## src/rtl/dma_desc_seq_pkg.sv

```systemverilog
package dma_desc_seq_pkg;
  typedef enum logic [1:0] {S_HALT, S_CHECK, S_FILL, S_PAUSE} seq_state_t;
  typedef enum logic [1:0] {STEP_GO, STEP_HALT, STEP_PAUSE} step_kind_t;
  typedef struct packed {
    logic pause;
    logic irq;
    logic loop;
    logic halt;
    logic valid;
  } ctrl_t;
  localparam int CTRL_W = $bits(ctrl_t);
  localparam int BYTE_W = 8;
endpackage

```

## src/rtl/dma_desc_store.sv

```systemverilog
module dma_desc_store
  import dma_desc_seq_pkg::*;
#(
  parameter int NUM_DESC = 8,
  localparam int IDX_W = $clog2(NUM_DESC)
) (
  input  logic              clk,
  input  logic              rst_n,
  input  logic              wr_en,
  input  logic              wr_stat,
  input  logic [IDX_W-1:0]  wr_idx,
  input  logic [BYTE_W-1:0] wr_data,
  input  logic              done_en,
  input  logic [IDX_W-1:0]  done_idx,
  input  logic [IDX_W-1:0]  rd_idx,
  input  logic              rd_stat,
  output logic [BYTE_W-1:0] rd_data,
  input  logic [IDX_W-1:0]  look_idx,
  output ctrl_t             look_ctrl,
  output logic              look_used
);
  ctrl_t ctrl_q [NUM_DESC];
  logic  used_q [NUM_DESC];
  logic  stat_zero;

  assign stat_zero = (wr_data == '0);

  for (genvar g = 0; g < NUM_DESC; g++) begin : g_slot
    logic hit_wr;
    logic hit_done;
    assign hit_wr   = wr_en && (wr_idx == IDX_W'(g));
    assign hit_done = done_en && (done_idx == IDX_W'(g));

    always_ff @(posedge clk) begin
      if (!rst_n) begin
        ctrl_q[g] <= '0;
        used_q[g] <= 1'b0;
      end else begin
        if (hit_wr && !wr_stat) ctrl_q[g] <= ctrl_t'(wr_data[CTRL_W-1:0]);
        if (hit_done)
          used_q[g] <= 1'b1;
        else if (hit_wr && wr_stat && stat_zero)
          used_q[g] <= 1'b0;
      end
    end
  end

  always_comb begin
    if (rd_stat) rd_data = {{(BYTE_W-1){1'b0}}, used_q[rd_idx]};
    else         rd_data = {{(BYTE_W-CTRL_W){1'b0}}, ctrl_q[rd_idx]};
  end

  assign look_ctrl = ctrl_q[look_idx];
  assign look_used = used_q[look_idx];
endmodule

```

## src/rtl/dma_next_step.sv

```systemverilog
module dma_next_step
  import dma_desc_seq_pkg::*;
#(
  parameter int NUM_DESC = 8,
  localparam int IDX_W = $clog2(NUM_DESC)
) (
  input  logic [IDX_W-1:0] idx,
  input  ctrl_t            ctrl,
  output logic [IDX_W-1:0] nxt_idx,
  output step_kind_t       kind
);
  localparam logic [IDX_W-1:0] LAST = IDX_W'(NUM_DESC - 1);
  logic             is_last;
  logic [IDX_W-1:0] inc_idx;

  assign is_last = (idx == LAST);
  assign inc_idx = is_last ? '0 : idx + 1'b1;

  always_comb begin
    if (ctrl.loop) begin
      nxt_idx = '0;
      if (is_last && ctrl.halt) kind = STEP_HALT;
      else if (ctrl.pause)      kind = STEP_PAUSE;
      else                      kind = STEP_GO;
    end else if (ctrl.halt) begin
      nxt_idx = inc_idx;
      kind    = STEP_HALT;
    end else begin
      nxt_idx = inc_idx;
      kind    = ctrl.pause ? STEP_PAUSE : STEP_GO;
    end
  end
endmodule

```

## src/rtl/dma_desc_seq.sv

```systemverilog
module dma_desc_seq
  import dma_desc_seq_pkg::*;
#(
  parameter int NUM_DESC = 8,
  localparam int IDX_W = $clog2(NUM_DESC)
) (
  input  logic              clk,
  input  logic              rst_n,
  input  logic              reg_wr_en,
  input  logic              reg_wr_stat,
  input  logic [IDX_W-1:0]  reg_wr_idx,
  input  logic [7:0]        reg_wr_data,
  input  logic [IDX_W-1:0]  reg_rd_idx,
  input  logic              reg_rd_stat,
  output logic [7:0]        reg_rd_data,
  output logic [7:0]        desc_count,
  input  logic              cmd_start,
  input  logic              cmd_resume,
  input  logic              err_clear,
  output logic              fill_ready,
  input  logic              buf_full,
  output logic [IDX_W-1:0]  cur_idx,
  output logic              st_running,
  output logic              st_halted,
  output logic              st_paused,
  output logic              irq_pulse,
  output logic              err_flag
);
  seq_state_t       state_q;
  logic [IDX_W-1:0] idx_q;
  logic             irq_q;
  logic             err_q;
  ctrl_t            cur_ctrl;
  logic             cur_used;
  logic [IDX_W-1:0] nxt_idx;
  step_kind_t       nxt_kind;
  logic             accept;

  assign accept = (state_q == S_FILL) && buf_full;

  dma_desc_store #(.NUM_DESC(NUM_DESC)) u_store (
    .clk       (clk),
    .rst_n     (rst_n),
    .wr_en     (reg_wr_en),
    .wr_stat   (reg_wr_stat),
    .wr_idx    (reg_wr_idx),
    .wr_data   (reg_wr_data),
    .done_en   (accept),
    .done_idx  (idx_q),
    .rd_idx    (reg_rd_idx),
    .rd_stat   (reg_rd_stat),
    .rd_data   (reg_rd_data),
    .look_idx  (idx_q),
    .look_ctrl (cur_ctrl),
    .look_used (cur_used)
  );

  dma_next_step #(.NUM_DESC(NUM_DESC)) u_step (
    .idx     (idx_q),
    .ctrl    (cur_ctrl),
    .nxt_idx (nxt_idx),
    .kind    (nxt_kind)
  );

  always_ff @(posedge clk) begin
    if (!rst_n) begin
      state_q <= S_HALT;
      idx_q   <= '0;
      irq_q   <= 1'b0;
      err_q   <= 1'b0;
    end else begin
      irq_q <= 1'b0;
      if (err_clear) err_q <= 1'b0;
      unique case (state_q)
        S_HALT:  if (cmd_start) state_q <= S_CHECK;
        S_CHECK: begin
          if (!cur_ctrl.valid) begin
            err_q   <= 1'b1;
            state_q <= S_HALT;
          end else if (cur_used) begin
            err_q   <= 1'b1;
            state_q <= S_PAUSE;
          end else begin
            state_q <= S_FILL;
          end
        end
        S_FILL: if (buf_full) begin
          irq_q <= cur_ctrl.irq;
          idx_q <= nxt_idx;
          unique case (nxt_kind)
            STEP_HALT:  state_q <= S_HALT;
            STEP_PAUSE: state_q <= S_PAUSE;
            default:    state_q <= S_CHECK;
          endcase
        end
        S_PAUSE: if (cmd_resume) state_q <= S_CHECK;
        default: state_q <= S_HALT;
      endcase
    end
  end

  assign fill_ready = (state_q == S_FILL);
  assign st_running = (state_q == S_CHECK) || (state_q == S_FILL);
  assign st_halted  = (state_q == S_HALT);
  assign st_paused  = (state_q == S_PAUSE);
  assign cur_idx    = idx_q;
  assign irq_pulse  = irq_q;
  assign err_flag   = err_q;
  assign desc_count = 8'(NUM_DESC);
endmodule

```

## config.mk

```make
export PLATFORM = sky130hd
export DESIGN_NAME = dma_desc_seq
export DESIGN_NICKNAME = d
export VERILOG_FILES = /design/src/rtl/dma_desc_seq_pkg.sv /design/src/rtl/dma_desc_store.sv /design/src/rtl/dma_next_step.sv /design/src/rtl/dma_desc_seq.sv
export SDC_FILE = /design/constraint.sdc
export NUM_CORES = 1
export LEC_CHECK = 0
export BUFFER_PORTS_ARGS = -buffer_cell sky130_fd_sc_hd__clkbuf_2
export CELL_PAD_IN_SITES_DETAIL_PLACEMENT = 1
export CELL_PAD_IN_SITES_GLOBAL_PLACEMENT = 1
export CORE_ASPECT_RATIO = 1.75
export CORE_MARGIN = 5
export CORE_UTILIZATION = 47
export DETAILED_ROUTE_END_ITERATION = 10
export GPL_ROUTABILITY_DRIVEN = 0
export PLACE_DENSITY = 0.85
export SLEW_MARGIN = 0
export SYNTH_ARGS = -nofsm -noshare
export SYNTH_HDL_FRONTEND = slang
export SYNTH_SLANG_ARGS = --single-unit
```

## constraint.sdc

```tcl
create_clock -name clk -period 2.1 [get_ports clk]
set_input_delay 0.105 -clock clk [delete_from_list [all_inputs] [get_ports clk]]
set_output_delay 0.105 -clock clk [all_outputs]
set_load 0.05 [all_outputs]
```

==> summary.txt <==
Commonest non-fill, non-tap cell in the layout = edfxtp_1
Final hold viol count = 0
Crit path DAT = 1.95 ns
Initial antenna violation count = 0
Lkg Pwr = 1.598 nW
Slew @ Worst Pin = 0.8746 ns
Number of vias per cell = 6.059
DR WL met2 = 5.706 mm
Clock Skew = 0.007224 ns
Clk root buf = clkbuf_16
Crit. End Element = output pin
Die H = 122.2 um
Vias in the first global route = 2837
H-tree depth = 3
Largest fanout on the critical path = 2
Flop2flop setup slack = 0.13 ns
Tcrit/Tclk final = 97.63%
Detailed Routing Iterations Pass 1 = 4
Worst Min Path Start = err_clear
Final #Nets = 348
Postcts setup bufs = 0
Synth cell types = 40
Port Buf Inserts = 36
Num CTS Buffers = 9
Syn. warnings = 0
Multi-input logic area = 1617 um2
# diodes = 0
Status = finished clean
Sum Neg Setup Slack = 0 ns
Total Power = 3.543 mW
GRT overflow = 0
Reg2Reg Depth = 4
Max-Cap Viols = 0
DR top layer = met4
DRT met1 WL = 3.240 mm
Type of the tightest min-delay check = input pin to flop
Clock slew at reported path FFs = 0.05 ns
# fillers = 730
Buffer depth of the longest clock path = 2
Detail Route Antenna Nets = 0
Path type of the worst setup path = flop to output pin
Post-cts gate resize count = 0
First-pass GRT wire length = 15.43 mm
Crit path required time = 2.00 ns
CTS Sinks = 58
DP HPWL = 7.519 mm
Routed length on met3 = 507 um
Syn Inst Count = 266
P per Cell Area = 879.9 nW/um2
RSZ-0062 raised after global routing = no
Hold Path Cell Cnt = 3
Maximum VDD drop = 787.2 uV
DRC = 0
Mean Syn Cell Area = 12.70 um2
Register bit total from synthesis = 58
Clock latency on the worst-skew pair = 0.34 ns
Vias post-DR = 2460
Worst hold endpoint = err_flag
Final Max Slew Viols = 0
# IOs = 48
Layout Cells excl Fill = 406
Register area = 1633 um2
Period minus WS final = 2.050 ns
Commonest cells after routing, fill and taps aside = edfxtp_1 (47), and2_1 (41), clkbuf_2 (35)
Cell count after placement = 390
Startpoint Class = flop
Die footprint = 9050 um2
Hold-fix buffers, CTS = 0
GRT Total Usage = 24.21%
Initial core utilization = 47.38%
Final wirelength = 9.971 mm
CTS tree = built
Share of layout cells above drive strength 1 = 26.88%
Area Growth Syn to Fin = 19.19%
Final setup vio count = 0
Largest net degree at the start of global routing = 16
Normalized max-slew margin = 41.08%
Netlist Area Pre-Place = 3378 um2
1st-iter DRT viols = 154
Max frequency = 0.4878 GHz
Avg WL per Cell = 24.56 um
Rows = 41
Seq/Total Area, Yosys = 48.30%
Die X = 74.09 um
Core footprint = 7131 um2
-- per-layer routing --
metal	up-vias	track usage, %
met5	-	0
met4	0	15.31
met3	36	5.202
met2	100	44.17
met1	1237	23.60
li1	1087	-
-- layout make-up --
| cell class | count | area share [%] |
|---|---|---|
| Clock buffer | 10 | 5.687 |
| Clock inverter | 6 | 3.201 |
| Multi-Input combinational cell | 187 | 40.15 |
| Inverter | 11 | 1.025 |
| Sequential cell | 58 | 40.55 |
| Timing Repair Buffer | 48 | 6.712 |
| Tap cell | 86 | 2.672 |
-- critical path: stages (launching register included) --
cell	delay, ns
edfxtp_1	0.38
mux4_2	0.53
mux4_2	0.47
buf_2	0.22
-- state kept, by name (all words and copies together), names as in the netlist, named ones only --
name / count
cur_idx: 3
err_flag: 1
irq_pulse: 1
state_q: 2
u_store.ctrl_q: 40
u_store.used_q: 8
-- stage by stage --
step	worst slack, ns	util, %	area (um2)	hold slack [ns]
finish	0.04978	56.47	4026	0.04454
global route	0.01072	56.47	4026	0.05352
CTS	0.01042	56.45	4025	0.03662
detailed placement	0.05150	51.43	3667	0.3939
global placement	0.1745	51.43	3667	0.3797
floorplan	0.1813	-	3412	0.2473
-- cells by family after synthesis --
kind of cell / synth area share (%)
other cells: 0.2223
simple gates: 16.19
mux: 21.07
fa+ha+maj: 3.704
flops: 48.30
buf+inv: 4.852
compound gates: 5.667
-- where the power goes --
part / switching, mW / total, mW / internal, mW
sequential: 0.0478 / 1.35 / 1.30
combinational: 0.261 / 0.395 / 0.134
clock: 0.524 / 1.80 / 1.27
-- worst max path at each step --
| stage | slack (ns) | endpoint | start |
|---|---|---|---|
| floorplan | 0.18 | flop | flop |
| global placement | 0.17 | flop | flop |
| detailed placement | 0.05 | flop | flop |
| CTS | 0.01 | reg_rd_data[0] | u_store.used_q[3] |
| global route | 0.01 | reg_rd_data[0] | u_store.ctrl_q[3][0] |
| finish | 0.05 | reg_rd_data[0] | u_store.used_q[7] |
-- Yosys cell counts --
| cell | count | area share, % |
|---|---|---|
| a31oi_1 | 2 | 0.37 |
| nor4_1 | 1 | 0.19 |
| ha_1 | 10 | 3.7 |
| mux4_2 | 14 | 9.3 |
| inv_1 | 11 | 1.2 |
| or2_2 | 3 | 0.56 |
| or4_1 | 1 | 0.22 |
| dfxtp_1 | 11 | 6.5 |
| o221ai_1 | 1 | 0.26 |
| nand2b_1 | 3 | 0.56 |
| mux4_1 | 9 | 7.0 |
| nand3_1 | 1 | 0.15 |
| clkbuf_1 | 5 | 0.56 |
| o21ai_0 | 16 | 2.4 |
| a22oi_1 | 1 | 0.22 |
| a41oi_1 | 1 | 0.26 |
| and2_1 | 41 | 7.6 |
| o311ai_0 | 1 | 0.26 |
| nor2_1 | 15 | 1.7 |
| or3b_2 | 1 | 0.26 |
| nor3_1 | 1 | 0.15 |
| nand4b_1 | 1 | 0.26 |
| a21oi_1 | 8 | 1.2 |
| o211ai_1 | 2 | 0.44 |
| nand4_1 | 3 | 0.56 |
| mux2i_1 | 10 | 3.0 |
| or3_1 | 3 | 0.56 |
| mux2_4 | 1 | 0.44 |
| nor4bb_1 | 1 | 0.30 |
| buf_4 | 11 | 2.4 |
| buf_2 | 2 | 0.30 |
| edfxtp_1 | 47 | 42 |
| buf_6 | 1 | 0.33 |
| conb_1 | 2 | 0.22 |
| nor2b_1 | 1 | 0.19 |
| and3_1 | 9 | 1.7 |
| nand3b_1 | 2 | 0.44 |
| mux2_2 | 4 | 1.3 |
| nand2_1 | 8 | 0.89 |
| a222oi_1 | 1 | 0.30 |
No activity file was read; power rests on OpenSTA's default activity.
